===== src/rtl/pit_pkg.sv =====
// Package: shared constants for the interval timer.
// Assumes a 32-bit count word split into at most four sub-timers.
package pit_pkg;
    localparam int CNT_W  = 32;
    localparam int SUB_N  = 4;
    localparam int HALF_W = CNT_W / 2;
    localparam int BYTE_W = CNT_W / SUB_N;

    localparam logic [2:0] MODE_W32 = 3'd1;
    localparam logic [2:0] MODE_W16 = 3'd2;
    localparam logic [2:0] MODE_W8  = 3'd3;

    localparam int OFS_ID  = 'h00;
    localparam int OFS_CFG = 'h10;
    localparam int OFS_IE  = 'h14;
    localparam int OFS_ST  = 'h18;
    localparam int OFS_EN  = 'h1C;
    localparam int CH_ROW0 = 2;     // channel blocks start at 0x20, 16 bytes each

    localparam logic [1:0] FLD_CTRL   = 2'd0;
    localparam logic [1:0] FLD_RELOAD = 2'd1;
    localparam logic [1:0] FLD_COUNT  = 2'd2;
endpackage


===== src/rtl/pit_tick_sync.sv =====
// Module: two-flop synchronizer plus rising-edge detector for W tick inputs.
// Assumes input pulses stay high and low for at least two clock periods.
module pit_tick_sync #(
    parameter int W = 2
) (
    input  logic         clk,
    input  logic         rst_n,
    input  logic [W-1:0] din,
    output logic [W-1:0] rise
);
    logic [W-1:0] s1, s2, s3;

    // Sample, resynchronize, and keep one older copy for edge detection.
    always_ff @(posedge clk) begin
        if (!rst_n) begin
            s1 <= '0;
            s2 <= '0;
            s3 <= '0;
        end else begin
            s1 <= din;
            s2 <= s1;
            s3 <= s2;
        end
    end

    assign rise = s2 & ~s3;
endmodule


===== src/rtl/pit_channel.sv =====
// Module: one timer channel; holds the count word and splits it into
// one, two or four down-counting sub-timers according to the mode.
// Assumes tick is a single-cycle qualifier; a count write overrides all.
module pit_channel
    import pit_pkg::*;
(
    input  logic             clk,
    input  logic             rst_n,
    input  logic [2:0]       mode,
    input  logic             tick,
    input  logic [SUB_N-1:0] en,
    input  logic [CNT_W-1:0] reload,
    input  logic             cnt_wr,
    input  logic [CNT_W-1:0] cnt_wdata,
    output logic [CNT_W-1:0] cnt,
    output logic [SUB_N-1:0] fire
);
    localparam logic [CNT_W-1:0]  ONE_W = 1;
    localparam logic [HALF_W-1:0] ONE_H = 1;
    localparam logic [BYTE_W-1:0] ONE_B = 1;

    logic [SUB_N-1:0] en_q;
    logic [SUB_N-1:0] rise;
    logic [CNT_W-1:0] nxt;

    assign rise = en & ~en_q;

    // Next count word and wrap pulses for the current mode.
    always_comb begin
        nxt  = cnt;
        fire = '0;
        case (mode)
            MODE_W32: begin
                if (rise[0]) begin
                    nxt = reload;
                end else if (en[0] && tick) begin
                    if (cnt == '0) begin
                        nxt     = reload;
                        fire[0] = 1'b1;
                    end else begin
                        nxt = cnt - ONE_W;
                    end
                end
            end
            MODE_W16: begin
                for (int i = 0; i < 2; i++) begin
                    if (rise[i]) begin
                        nxt[i*HALF_W +: HALF_W] = reload[i*HALF_W +: HALF_W];
                    end else if (en[i] && tick) begin
                        if (cnt[i*HALF_W +: HALF_W] == '0) begin
                            nxt[i*HALF_W +: HALF_W] = reload[i*HALF_W +: HALF_W];
                            fire[i] = 1'b1;
                        end else begin
                            nxt[i*HALF_W +: HALF_W] = cnt[i*HALF_W +: HALF_W] - ONE_H;
                        end
                    end
                end
            end
            MODE_W8: begin
                for (int i = 0; i < SUB_N; i++) begin
                    if (rise[i]) begin
                        nxt[i*BYTE_W +: BYTE_W] = reload[i*BYTE_W +: BYTE_W];
                    end else if (en[i] && tick) begin
                        if (cnt[i*BYTE_W +: BYTE_W] == '0) begin
                            nxt[i*BYTE_W +: BYTE_W] = reload[i*BYTE_W +: BYTE_W];
                            fire[i] = 1'b1;
                        end else begin
                            nxt[i*BYTE_W +: BYTE_W] = cnt[i*BYTE_W +: BYTE_W] - ONE_B;
                        end
                    end
                end
            end
            default: ;
        endcase
    end

    // Register the count word and the previous enable bits.
    always_ff @(posedge clk) begin
        if (!rst_n) begin
            cnt  <= '0;
            en_q <= '0;
        end else begin
            en_q <= en;
            cnt  <= cnt_wr ? cnt_wdata : nxt;
        end
    end
endmodule


===== src/rtl/apb_pit.sv =====
// Module: APB interval timer top; register file, channel array, tick
// synchronizer and combined interrupt. Assumes zero-wait APB transfers.
module apb_pit
    import pit_pkg::*;
#(
    parameter int          NUM_CH   = 2,
    parameter int          ADDR_W   = 8,
    parameter logic [31:0] ID_VALUE = 32'h5017_0001
) (
    input  logic              pclk,
    input  logic              presetn,
    input  logic              psel,
    input  logic              penable,
    input  logic              pwrite,
    input  logic [ADDR_W-1:0] paddr,
    input  logic [31:0]       pwdata,
    output logic [31:0]       prdata,
    input  logic [NUM_CH-1:0] ext_tick,
    output logic              irq
);
    localparam int NB = SUB_N * NUM_CH;

    logic                         wr;
    logic                         st_wr;
    logic [NB-1:0]                ie_r, en_r, st_r, fire_all;
    logic [NUM_CH-1:0][3:0]       ctrl_r;
    logic [NUM_CH-1:0][CNT_W-1:0] reload_r;
    logic [NUM_CH-1:0][CNT_W-1:0] cnt_all;
    logic [NUM_CH-1:0][2:0]       mode_all;
    logic [NUM_CH-1:0]            hit, cnt_wr, tick, ext_rise;

    assign wr    = psel & penable & pwrite;
    assign st_wr = wr && (paddr == ADDR_W'(OFS_ST));

    pit_tick_sync #(.W(NUM_CH)) u_sync (
        .clk   (pclk),
        .rst_n (presetn),
        .din   (ext_tick),
        .rise  (ext_rise)
    );

    for (genvar c = 0; c < NUM_CH; c++) begin : g_ch
        assign hit[c]      = (paddr[ADDR_W-1:4] == (ADDR_W-4)'(CH_ROW0 + c));
        assign mode_all[c] = ctrl_r[c][2:0];
        assign tick[c]     = ctrl_r[c][3] ? 1'b1 : ext_rise[c];
        assign cnt_wr[c]   = wr && hit[c] && (paddr[3:2] == FLD_COUNT);

        pit_channel u_ch (
            .clk       (pclk),
            .rst_n     (presetn),
            .mode      (mode_all[c]),
            .tick      (tick[c]),
            .en        (en_r[c*SUB_N +: SUB_N]),
            .reload    (reload_r[c]),
            .cnt_wr    (cnt_wr[c]),
            .cnt_wdata (pwdata),
            .cnt       (cnt_all[c]),
            .fire      (fire_all[c*SUB_N +: SUB_N])
        );
    end

    // Shared enable, interrupt-enable and write-one-to-clear flag words.
    always_ff @(posedge pclk) begin
        if (!presetn) begin
            ie_r <= '0;
            en_r <= '0;
            st_r <= '0;
        end else begin
            if (wr && paddr == ADDR_W'(OFS_IE)) ie_r <= pwdata[NB-1:0];
            if (wr && paddr == ADDR_W'(OFS_EN)) en_r <= pwdata[NB-1:0];
            st_r <= (st_r & ~(st_wr ? pwdata[NB-1:0] : '0)) | fire_all;
        end
    end

    // Per-channel control and reload words.
    always_ff @(posedge pclk) begin
        if (!presetn) begin
            ctrl_r   <= '0;
            reload_r <= '0;
        end else begin
            for (int c = 0; c < NUM_CH; c++) begin
                if (wr && hit[c] && paddr[3:2] == FLD_CTRL)   ctrl_r[c]   <= pwdata[3:0];
                if (wr && hit[c] && paddr[3:2] == FLD_RELOAD) reload_r[c] <= pwdata;
            end
        end
    end

    // Read data multiplexer.
    always_comb begin
        prdata = '0;
        if (paddr == ADDR_W'(OFS_ID))  prdata = ID_VALUE;
        if (paddr == ADDR_W'(OFS_CFG)) prdata = 32'(NUM_CH);
        if (paddr == ADDR_W'(OFS_IE))  prdata[NB-1:0] = ie_r;
        if (paddr == ADDR_W'(OFS_ST))  prdata[NB-1:0] = st_r;
        if (paddr == ADDR_W'(OFS_EN))  prdata[NB-1:0] = en_r;
        for (int c = 0; c < NUM_CH; c++) begin
            if (hit[c]) begin
                case (paddr[3:2])
                    FLD_CTRL:   prdata = {28'd0, ctrl_r[c]};
                    FLD_RELOAD: prdata = reload_r[c];
                    FLD_COUNT:  prdata = cnt_all[c];
                    default:    prdata = '0;
                endcase
            end
        end
    end

    assign irq = |(st_r & ie_r);
endmodule


===== config.mk =====
export PLATFORM = sky130hd
export DESIGN_NAME = apb_pit
export DESIGN_NICKNAME = d
export VERILOG_FILES = /design/src/rtl/pit_pkg.sv /design/src/rtl/pit_tick_sync.sv /design/src/rtl/pit_channel.sv /design/src/rtl/apb_pit.sv
export SDC_FILE = /design/constraint.sdc
export NUM_CORES = 1
export LEC_CHECK = 0
export BUFFER_PORTS_ARGS = -buffer_cell sky130_fd_sc_hd__buf_2
export CAP_MARGIN = 10
export CELL_PAD_IN_SITES_DETAIL_PLACEMENT = 0
export CELL_PAD_IN_SITES_GLOBAL_PLACEMENT = 1
export CORE_MARGIN = 2
export CORE_UTILIZATION = 47
export CTS_BUF_LIST = sky130_fd_sc_hd__clkbuf_8
export CTS_CLUSTER_DIAMETER = 60
export DETAILED_ROUTE_END_ITERATION = 8
export PLACE_DENSITY_LB_ADDON = 0.05
export SYNTH_ARGS = -nofsm -noshare
export SYNTH_HDL_FRONTEND = slang
export SYNTH_SLANG_ARGS = --single-unit

===== constraint.sdc =====
create_clock -name pclk -period 4.35 [get_ports pclk]
set_input_delay 0.87 -clock pclk [delete_from_list [all_inputs] [get_ports pclk]]
set_output_delay 0.87 -clock pclk [all_outputs]
set_load 0.02 [all_outputs]

; After elaboration in Yosys (flattened, before gate mapping)
; Index checks and enable logic that the tools add are counted.
[word_totals]
output_inout_bits = 33
reg_bits = 174
[classes]
reduce_logical = 46
n_eq_ne = 28
n_mux = 106
addsub = 14
bitwise = 12
[ops]
columns = operator, count
row1 = 32-bit one-hot mux with 3 select lines, 4
row2 = 32-bit 2-to-1 mux, 11
row3 = 8-bit 2-to-1 mux, 28
row4 = 16-bit 2-to-1 mux, 12
row5 = 8-bit zero test, 9
row6 = 16-bit zero test, 4
row7 = 32-bit zero test, 2
row8 = 16-bit by 1-bit subtractor with 16-bit output (second input constant), 4
row9 = 32-bit by 1-bit subtractor with 32-bit output (second input constant), 2
row10 = 8-bit by 1-bit subtractor with 8-bit output (second input constant), 8
row11 = 4-bit by 1-bit inequality test with 1-bit output (second input constant), 14
row12 = 1-bit 2-to-1 mux, 44
row13 = 8-bit by 5-bit == test with 1-bit output (second input constant), 4
row14 = 4-bit AND reduction, 8
row15 = 31-bit 2-to-1 mux, 1
row16 = 1-bit logical AND, 19
row17 = 8-bit AND, 2
row18 = 3-bit by 2-bit == test with 1-bit output (second input constant), 4
row19 = 4-bit AND, 2
row20 = 4-bit by 2-bit == test with 1-bit output (second input constant), 2
row21 = 4-bit NOT, 2
row22 = 8-bit NOT, 1
row23 = 8-bit OR, 1
row24 = 4-bit nonzero test, 2
row25 = other kinds (11), 16

; Longest topological paths before layout
; Gate-level depths: netlist of the first run.
[logic_depth]
ltp_word = 8
depth_mapped = 12
ltp_nobuf = 9

; Cells and area by module
; From an unflattened synthesis of the first run, not the netlist that was laid out.
[hier_totals]
cells_unflattened = 1545
hier_area_um2 = 11871.4
[modules_own_cells]
columns = mod, n_inst, seq_area_each_um2, area_each_um2, cells_per_inst
row1 = apb_pit, 1, 1921.8, 4743.3, 564
row2 = pit_channel at g_ch[0].u_ch, 1, 720.7, 3527.1, 496
row3 = pit_channel at g_ch[1].u_ch, 1, 720.7, 3430.8, 471
row4 = pit_tick_sync, 1, 120.1, 170.2, 14

; Worst setup path after synthesis of the first run
; Ideal clock, no wire load.
[synth_timing]
path_kind = input to output
start = in paddr[2]
end = out prdata[16]
stages = 5
setup_slack_ns = 1.089
path_buffers = 2
arrival_time_ns = 2.391
path_cell_list = clkbuf_1 > buf_1 > o41ai_1 > a21oi_1 > nor2_1
[synth_via]
elab_chain_len = 5
elab_cells_between_ends = 11
[synth_lines]
columns = element, line_no
row1 = "start, declared", apb_pit.sv:15  ; input logic [ADDR_W-1:0] paddr,
row2 = 8-bit zero test, apb_pit.sv:91  ; if (paddr == ADDR_W'(OFS_ID)) prdata = ID_VALUE;
row3 = 31-bit 2-to-1 mux, apb_pit.sv:91
row4 = 32-bit 2-to-1 mux, apb_pit.sv:92  ; if (paddr == ADDR_W'(OFS_CFG)) prdata = 32'(NUM_CH);
row5 = 32-bit 2-to-1 mux, apb_pit.sv:97  ; if (hit[c]) begin
row6 = 32-bit 2-to-1 mux *, apb_pit.sv:97
row7 = "end, declared", apb_pit.sv:17  ; output logic [31:0] prdata,
; Every way passes the cells marked *; elsewhere a longest branch is shown, timed or not.

; Final worst setup path of the first run
; Same ends and word-level chain as after synthesis.

==> implementation parameters, run 1 <==
Parameter                              Value

Run status
  Outcome ... complete, no violations

Floorplan
  Core ar. ... approximately 25000 µm²
  Die area ... 26500 µm²
  I/O pins ... 80
  Number of standard-cell rows in the floorplan ... between 50 and 60
  Die height ... 163 µm
  Initial standard-cell utilization of the core ... 0.475
  Width of the die ... 163 µm

Pwr
  Design Power ... between 3 and 4 mW
  Power density over cell area ... ~240 nW/µm²
  Leakage power ... 4.51 nW
  Maximum VDD drop ... 0.196 mV

Global route
  Pin count of the biggest net entering global routing ... between 70 and 80
  Vias in the first global route ... between 10000 and 15000
  Antenna violations before repair ... 0
  Overall Global Routing Usage ... 0.344
  First-pass GRT wire length ... 70.7 mm
  Grt ovf ... 0

Setup path
  Ordered list of cells on the worst path ... buf_2, nand2b_1, o21ai_0, a21oi_1, nor2_1, buf_2
  Category of the critical setup timing path ... primary input to primary output
  Slowest cell delay on critical path ... just under 0.6 ns
  Element type at the critical path start ... primary input
  Launch point of the worst path ... paddr[2]
  R2r startpoint ... g_ch[0].u_ch.cnt[17]$_SDFFE_PN0P_
  Crit path arrival time ... 2.82 ns
  Worst path required time ... 3.48 ns
  Crit end category ... primary output
  Highest net fanout along the worst path ... 26
  Cell with the biggest individual delay on the critical path ... sky130_fd_sc_hd__nand2b_1
  Cell with the most instances on the worst path ... sky130_fd_sc_hd__buf_2

Detailed routing
  Post-detailed-route count of antenna-violating nets ... 0
  Via total after detailed routing ... approximately 13000
  Number of remaining DRC errors ... 0
  Final routed wire length divided by cell count ... ~23 µm
  DRT Pass-1 Iters ... 6
  DR iter-0 viols ... 1706
  Sum of routed wire length over all layers ... 46.0 mm
  Via-per-instance ratio ... approximately 6.5

Finish
  Design Area, Final ... about 13000 µm²
  Area taken by multi-input logic gates ... between 7000 and 8000 µm²
  Commonest cells after routing, fill and taps aside ... sky130_fd_sc_hd__nand2_1, sky130_fd_sc_hd__dfxtp_1, sky130_fd_sc_hd__a21oi_1
  Share of post-route cells with drive strength above 1 ... 0.118
  Commonest non-fill, non-tap cell in the layout ... sky130_fd_sc_hd__nand2_1
  Number of nets at the end of the flow ... 1696
  Antenna Cells ... 0
  Non-filler cells, final ... 1982
  Fillcell total ... 2585
  Layout overhead on the synthesized area ... 8.79%
  Core occupancy in the finished layout ... 0.517
  Register Area ... 3480 µm²

Yosys
  Unique masters post-synth ... 82
  Yosys warnings ... 0
  FF+latch count, synth ... ~170
  Proportion of synthesized chip area in sequential cells ... 0.294
  Post-synth ARST share ... 0
  Syn nets ... between 1500 and 2000
  Most frequently used flop master after synthesis ... sky130_fd_sc_hd__dfxtp_1
  Average cell area after synthesis ... ~7.2 µm²
  Netlist area before placement ... between 10000 and 15000 µm²
  Cell count after synthesis ... 1641
  EDFF count, synth ... 0

CTS
  Longest Clk Path Bufs ... 2
  TritonCTS buffer count ... 17
  Clk sink count ... around 170
  Post-cts hold buffer count ... 0
  Clk Latency, worst-skew pair ... 0.48 ns
  Setup fix buffers added after clock tree synthesis ... 0
  Clock transition at the registers of the reported paths ... roughly 0.10 ns
  Resized Gates After CTS ... 0
  Clock root buffer ... sky130_fd_sc_hd__clkbuf_8
  Deepest level of the CTS H-tree ... 4
  CTS tree ... built

Timing
  Remaining max-slew budget at the tightest pin ... 0.233
  Slew Limit Fails ... 0
  Final setup fails ... 0
  Clock period minus final worst setup slack ... approximately 3.7 ns
  Worst hold slack ... 0.450 ns
  Final setup slack of the worst path ... between 0.6 and 0.7 ns
  Unrepaired setup endpoints after global routing ... false
  Final setup TNS ... 0 ns
  Period utilization ... 0.848
  Final hold vios ... 0
  Worst Skew ... ~0.025 ns
  Peak clock frequency supported by timing ... roughly 270 MHz
  Least-Margin Pin Slew ... around 1.2 ns

Placement
  Worst setup timing slack at the placement stage ... roughly 0.75 ns
  Area post-placement ... about 12000 µm²
  Number of placed instances with taps included ... 1950
  DP HPWL ... roughly 33 mm
  Final estimated routing congestion in global placement ... between 0.9 and 1
  Port Buffer Count ... 79

Hold path
  Worst min path class ... flop to flop
  Launch point of the worst hold path ... u_sync.s1[0]$_SDFF_PN0_

Flow run
  Number of max-capacitance violations reported ... 0
[state kept, by name, indices dropped and copies added, names as in the netlist]
signal and flops:
g_ch.u_ch.cnt 64, u_sync.s2 2, g_ch.u_ch.en_q 8, reload_r 64, u_sync.s3 2, ctrl_r 8, u_sync.s1 2, st_r 8
ie_r 8, en_r 8
[final timing paths]
path | end | slack, ns | cells past startpoint
max reg2reg | g_ch[0].u_ch.cnt[9]$_SDFFE_PN0P_ | 0.87 | 9
max | prdata[16] | 0.66 | 6
min reg2reg | u_sync.s2[0]$_SDFF_PN0_ | 0.45 | 1
min | u_sync.s2[0]$_SDFF_PN0_ | 0.45 | 1
[worst max-delay path, delay by kind of cell]
kind	cells	cell delay (ns)
buf+inv	2	0.68
compound gates	2	0.60
simple gates	2	0.65
[cells in the mapped netlist, types with 9 or more instances]
library cell,instances,area (µm²)
sky130_fd_sc_hd__nand2_1,249,935
sky130_fd_sc_hd__dfxtp_1,174,3480
sky130_fd_sc_hd__a21oi_1,167,836
sky130_fd_sc_hd__clkbuf_1,131,492
sky130_fd_sc_hd__nor2_1,129,484
sky130_fd_sc_hd__o21ai_0,90,450
sky130_fd_sc_hd__a22oi_1,58,435
sky130_fd_sc_hd__nor3_1,48,240
sky130_fd_sc_hd__o22ai_1,41,257
sky130_fd_sc_hd__mux2i_1,37,370
sky130_fd_sc_hd__nand3_1,32,160
sky130_fd_sc_hd__o211ai_1,32,240
sky130_fd_sc_hd__inv_1,29,109
sky130_fd_sc_hd__a31oi_1,27,169
sky130_fd_sc_hd__xnor2_1,27,236
sky130_fd_sc_hd__and2_1,22,138
sky130_fd_sc_hd__nor4_1,20,125
sky130_fd_sc_hd__a221oi_1,17,149
sky130_fd_sc_hd__nand2b_1,17,106
sky130_fd_sc_hd__o221ai_1,17,149
sky130_fd_sc_hd__xor2_1,15,131
sky130_fd_sc_hd__nor2b_1,14,87.6
sky130_fd_sc_hd__o31ai_1,14,105
sky130_fd_sc_hd__or4_1,12,90.1
sky130_fd_sc_hd__or3_1,11,68.8
sky130_fd_sc_hd__ha_1,10,125
sky130_fd_sc_hd__nor3b_1,10,75.1
sky130_fd_sc_hd__a22o_1,9,78.8
sky130_fd_sc_hd__a311oi_1,9,78.8
sky130_fd_sc_hd__nand4_1,9,56.3
[routing by layer]
metal  vias to the layer above  GRT usage  share of wire
met5                         -          0              0
met4                         0      0.107          0.028
met2                       629      0.524           0.44
met3                        85     0.0657          0.086
li1                       6089          -              -
met1                      6157      0.489           0.44
[cell type report]
cell class	instances	share of cell area
inverter	29	0.00863
tap	330	0.0320
multi-input combinational	1296	0.601
clock inverter	14	0.0125
timing repair buffer	121	0.0570
sequential	174	0.270
clock buffer	18	0.0192
[cells by family after synthesis]
family,after synthesis,synth area share
buffers and inverters,171,0.0558
XOR/XNOR,42,0.0310
flip-flops,174,0.294
AND/OR/NAND/NOR,610,0.242
adder cells (fa/ha/maj),10,0.0105
multiplexers,43,0.0369
AO/OA/AOI/OAI,591,0.330
[power by group]
group,switching (mW),total (mW),internal (mW)
clock,0.712,1.21,0.501
sequential,0.00325,1.60,1.60
combinational,0.193,0.266,0.0735
total,0.909,3.08,2.17
No activity file was read; power rests on OpenSTA's default activity.
==> run 2, diff against run 1 <==
--- a/config.mk
+++ b/config.mk
@@ -5,12 +5,13 @@
 export SDC_FILE = /design/constraint.sdc
 export NUM_CORES = 1
 export LEC_CHECK = 0
+export ABC_AREA = 1
 export BUFFER_PORTS_ARGS = -buffer_cell sky130_fd_sc_hd__buf_2
 export CAP_MARGIN = 10
 export CELL_PAD_IN_SITES_DETAIL_PLACEMENT = 0
 export CELL_PAD_IN_SITES_GLOBAL_PLACEMENT = 1
 export CORE_MARGIN = 2
-export CORE_UTILIZATION = 47
+export CORE_UTILIZATION = 45
 export CTS_BUF_LIST = sky130_fd_sc_hd__clkbuf_8
 export CTS_CLUSTER_DIAMETER = 60
 export DETAILED_ROUTE_END_ITERATION = 8
==> constraint.sdc (replaced) <==
create_clock -name pclk -period 3.6 [get_ports pclk]
set_input_delay 0.72 -clock pclk [delete_from_list [all_inputs] [get_ports pclk]]
set_output_delay 0.72 -clock pclk [all_outputs]
set_load 0.02 [all_outputs]
==> implementation parameters, run 2 <==
Parameter                              Value

Floorplan
  Number of standard-cell rows in the floorplan ... roughly 60
  I/O pins ... 80
  Width of the die ... 171 µm
  Initial standard-cell utilization of the core ... 0.455
  Die height ... 171 µm
  Core ar. ... 27700 µm²
  Die area ... a little under 30000 µm²

Detailed routing
  Via total after detailed routing ... 13800
  Number of remaining DRC errors ... 0
  Post-detailed-route count of antenna-violating nets ... 0
  Final routed wire length divided by cell count ... roughly 20 µm
  Sum of routed wire length over all layers ... ~50 mm
  DRT Pass-1 Iters ... 5
  Via-per-instance ratio ... about 5.6
  DR iter-0 viols ... roughly 1500

Finish
  Fillcell total ... just under 3000
  Share of post-route cells with drive strength above 1 ... 0.0997
  Commonest non-fill, non-tap cell in the layout ... sky130_fd_sc_hd__nand2_1
  Layout overhead on the synthesized area ... 9.09%
  Design Area, Final ... ~14000 µm²
  Commonest cells after routing, fill and taps aside ... sky130_fd_sc_hd__nand2_1, sky130_fd_sc_hd__inv_1, sky130_fd_sc_hd__a21oi_1
  Number of nets at the end of the flow ... between 2000 and 2500
  Largest registers ... g_ch.u_ch.cnt (64), reload_r (64)

Setup path
  Element type at the critical path start ... primary input
  Worst path required time ... 2.88 ns
  Crit end category ... primary output
  Category of the critical setup timing path ... primary input to primary output
  Crit path arrival time ... about 2.4 ns
  Highest net fanout along the worst path ... 37

Yosys
  Unique masters post-synth ... 45
  Proportion of synthesized chip area in sequential cells ... 0.277
  EDFF count, synth ... 0
  Syn nets ... 2093
  Average cell area after synthesis ... about 6.2 µm²
  Cell count after synthesis ... a little over 2000
  Netlist area before placement ... ~13000 µm²
  Most area-consuming cells after synthesis ... sky130_fd_sc_hd__dfxtp_1, sky130_fd_sc_hd__nand2_1, sky130_fd_sc_hd__a21oi_1, sky130_fd_sc_hd__inv_1, sky130_fd_sc_hd__o21ai_0
  Cell with the most instances after synthesis ... sky130_fd_sc_hd__nand2_1
  FF+latch count, synth ... 174
  Post-synth top area cell ... sky130_fd_sc_hd__dfxtp_1
  Most frequently used flop master after synthesis ... sky130_fd_sc_hd__dfxtp_1
  Ranking of synthesized cells by instance count ... sky130_fd_sc_hd__nand2_1, sky130_fd_sc_hd__inv_1, sky130_fd_sc_hd__a21oi_1, sky130_fd_sc_hd__nor2_1, sky130_fd_sc_hd__dfxtp_1
  Post-synth ARST share ... 0
  Yosys top cell area share ... 0.277
  Yosys warnings ... 0

CTS
  Post-cts hold buffer count ... 0
  Clock transition at the registers of the reported paths ... ~0.080 ns
  Clk sink count ... between 150 and 200
  Setup fix buffers added after clock tree synthesis ... 0
  CTS tree ... built
  Clk Latency, worst-skew pair ... about 0.50 ns
  Longest Clk Path Bufs ... 2
  TritonCTS buffer count ... 17
  Clock root buffer ... sky130_fd_sc_hd__clkbuf_8
  Deepest level of the CTS H-tree ... 4
  Resized Gates After CTS ... 0

Timing
  Final setup fails ... 0
  Remaining max-slew budget at the tightest pin ... 0.444
  Worst Skew ... 0.0221 ns
  Period utilization ... 0.872
  Final hold vios ... 0
  Final setup TNS ... 0 ns
  Clock period minus final worst setup slack ... ~3.1 ns
  Least-Margin Pin Slew ... approximately 0.83 ns
  Slew Limit Fails ... 0
  Peak clock frequency supported by timing ... around 320 MHz
  Unrepaired setup endpoints after global routing ... false

Hold path
  Worst min path class ... flop to flop

Placement
  Area post-placement ... ~13000 µm²
  Final estimated routing congestion in global placement ... around 0.94
  Port Buffer Count ... 79
  DP HPWL ... between 30 and 40 mm

Global route
  First-pass GRT wire length ... between 70 and 80 mm
  Grt ovf ... 0
  Pin count of the biggest net entering global routing ... 66
  Antenna violations before repair ... 0
  Vias in the first global route ... about 12000
  Overall Global Routing Usage ... 0.337

Run status
  Outcome ... complete, no violations

Pwr
  Leakage power ... slightly above 6 nW
  Design Power ... between 4 and 5 mW
  Power density over cell area ... 291 nW/µm²
  Maximum VDD drop ... between 0.3 and 0.4 mV

Flow run
  Number of max-capacitance violations reported ... 0
[run 2: layout make-up]
class	count	area, µm²	area share
Tap cell	378	473	0.0344
Clock buffer	17	234	0.0170
Inverter	280	1050	0.0765
Timing Repair Buffer	98	591	0.0430
Antenna cell	1	2.50	0.000182
Clock inverter	13	224	0.0163
Multi-Input combinational cell	1495	7680	0.559
Sequential cell	174	3480	0.254
[run 2: final timing paths]
kind | slack [ns] | endpoint | startpoint | depth (start not counted)
hold / removal | 0.41 | u_sync.s2[0]$_SDFF_PN0_ | u_sync.s1[0]$_SDFF_PN0_ | 2
setup / recovery | 0.46 | prdata[18] | paddr[3] | 8
setup reg to reg | 0.85 | g_ch[1].u_ch.cnt[4]$_SDFFE_PN0P_ | g_ch[1].u_ch.cnt[16]$_SDFFE_PN0P_ | 12
hold reg to reg | 0.41 | u_sync.s2[0]$_SDFF_PN0_ | u_sync.s1[0]$_SDFF_PN0_ | 2
[run 2: cells by family after synthesis]
| logic type | share of synthesized area |
|---|---|
| buffers and inverters | 0.115 |
| and+or+nand+nor | 0.307 |
| adders and majority gates | 0.00993 |
| AOI/OAI and AO/OA | 0.240 |
| DFF | 0.277 |
| xor gates and xnor gates | 0.0522 |
[run 2: report_power, final]
group	leakage (nW)	internal (mW)	switching [mW]	total (mW)
Sequential	1.40	1.93	0.00455	1.93
Clock	0.226	0.882	0.775	1.66
Combinational	4.55	0.110	0.302	0.412
[run 2: stage by stage]
stage	util	hold WS [ns]	instances	setup slack [ns]
2_1_floorplan	-	0.390	2036	0.874
3_3_place_gp	0.479	0.395	2425	0.538
3_5_place_dp	0.479	0.395	2425	0.490
4_1_cts	0.496	0.402	2455	0.489
5_1_grt	0.496	0.417	2455	0.415
6_report	0.496	0.415	2456	0.459
[run 2: routing by layer]
layer / wire length [µm] / part of all wire / vias up / global-route usage
li1: - / - / 6761 / -
met4: 912 / 0.018 / 0 / 0.0726
met2: 21600 / 0.44 / 522 / 0.516
met5: 0 / 0 / - / 0
met3: 3340 / 0.067 / 54 / 0.0456
met1: 23700 / 0.48 / 6454 / 0.502
[run 2: worst max-delay path, stage by stage]
cell	delay, ns
sky130_fd_sc_hd__buf_2	0.11
sky130_fd_sc_hd__inv_1	0.12
sky130_fd_sc_hd__nor2_4	0.09
sky130_fd_sc_hd__inv_2	0.41
sky130_fd_sc_hd__buf_12	0.28
sky130_fd_sc_hd__o22ai_1	0.12
sky130_fd_sc_hd__a221o_1	0.37
sky130_fd_sc_hd__buf_2	0.18
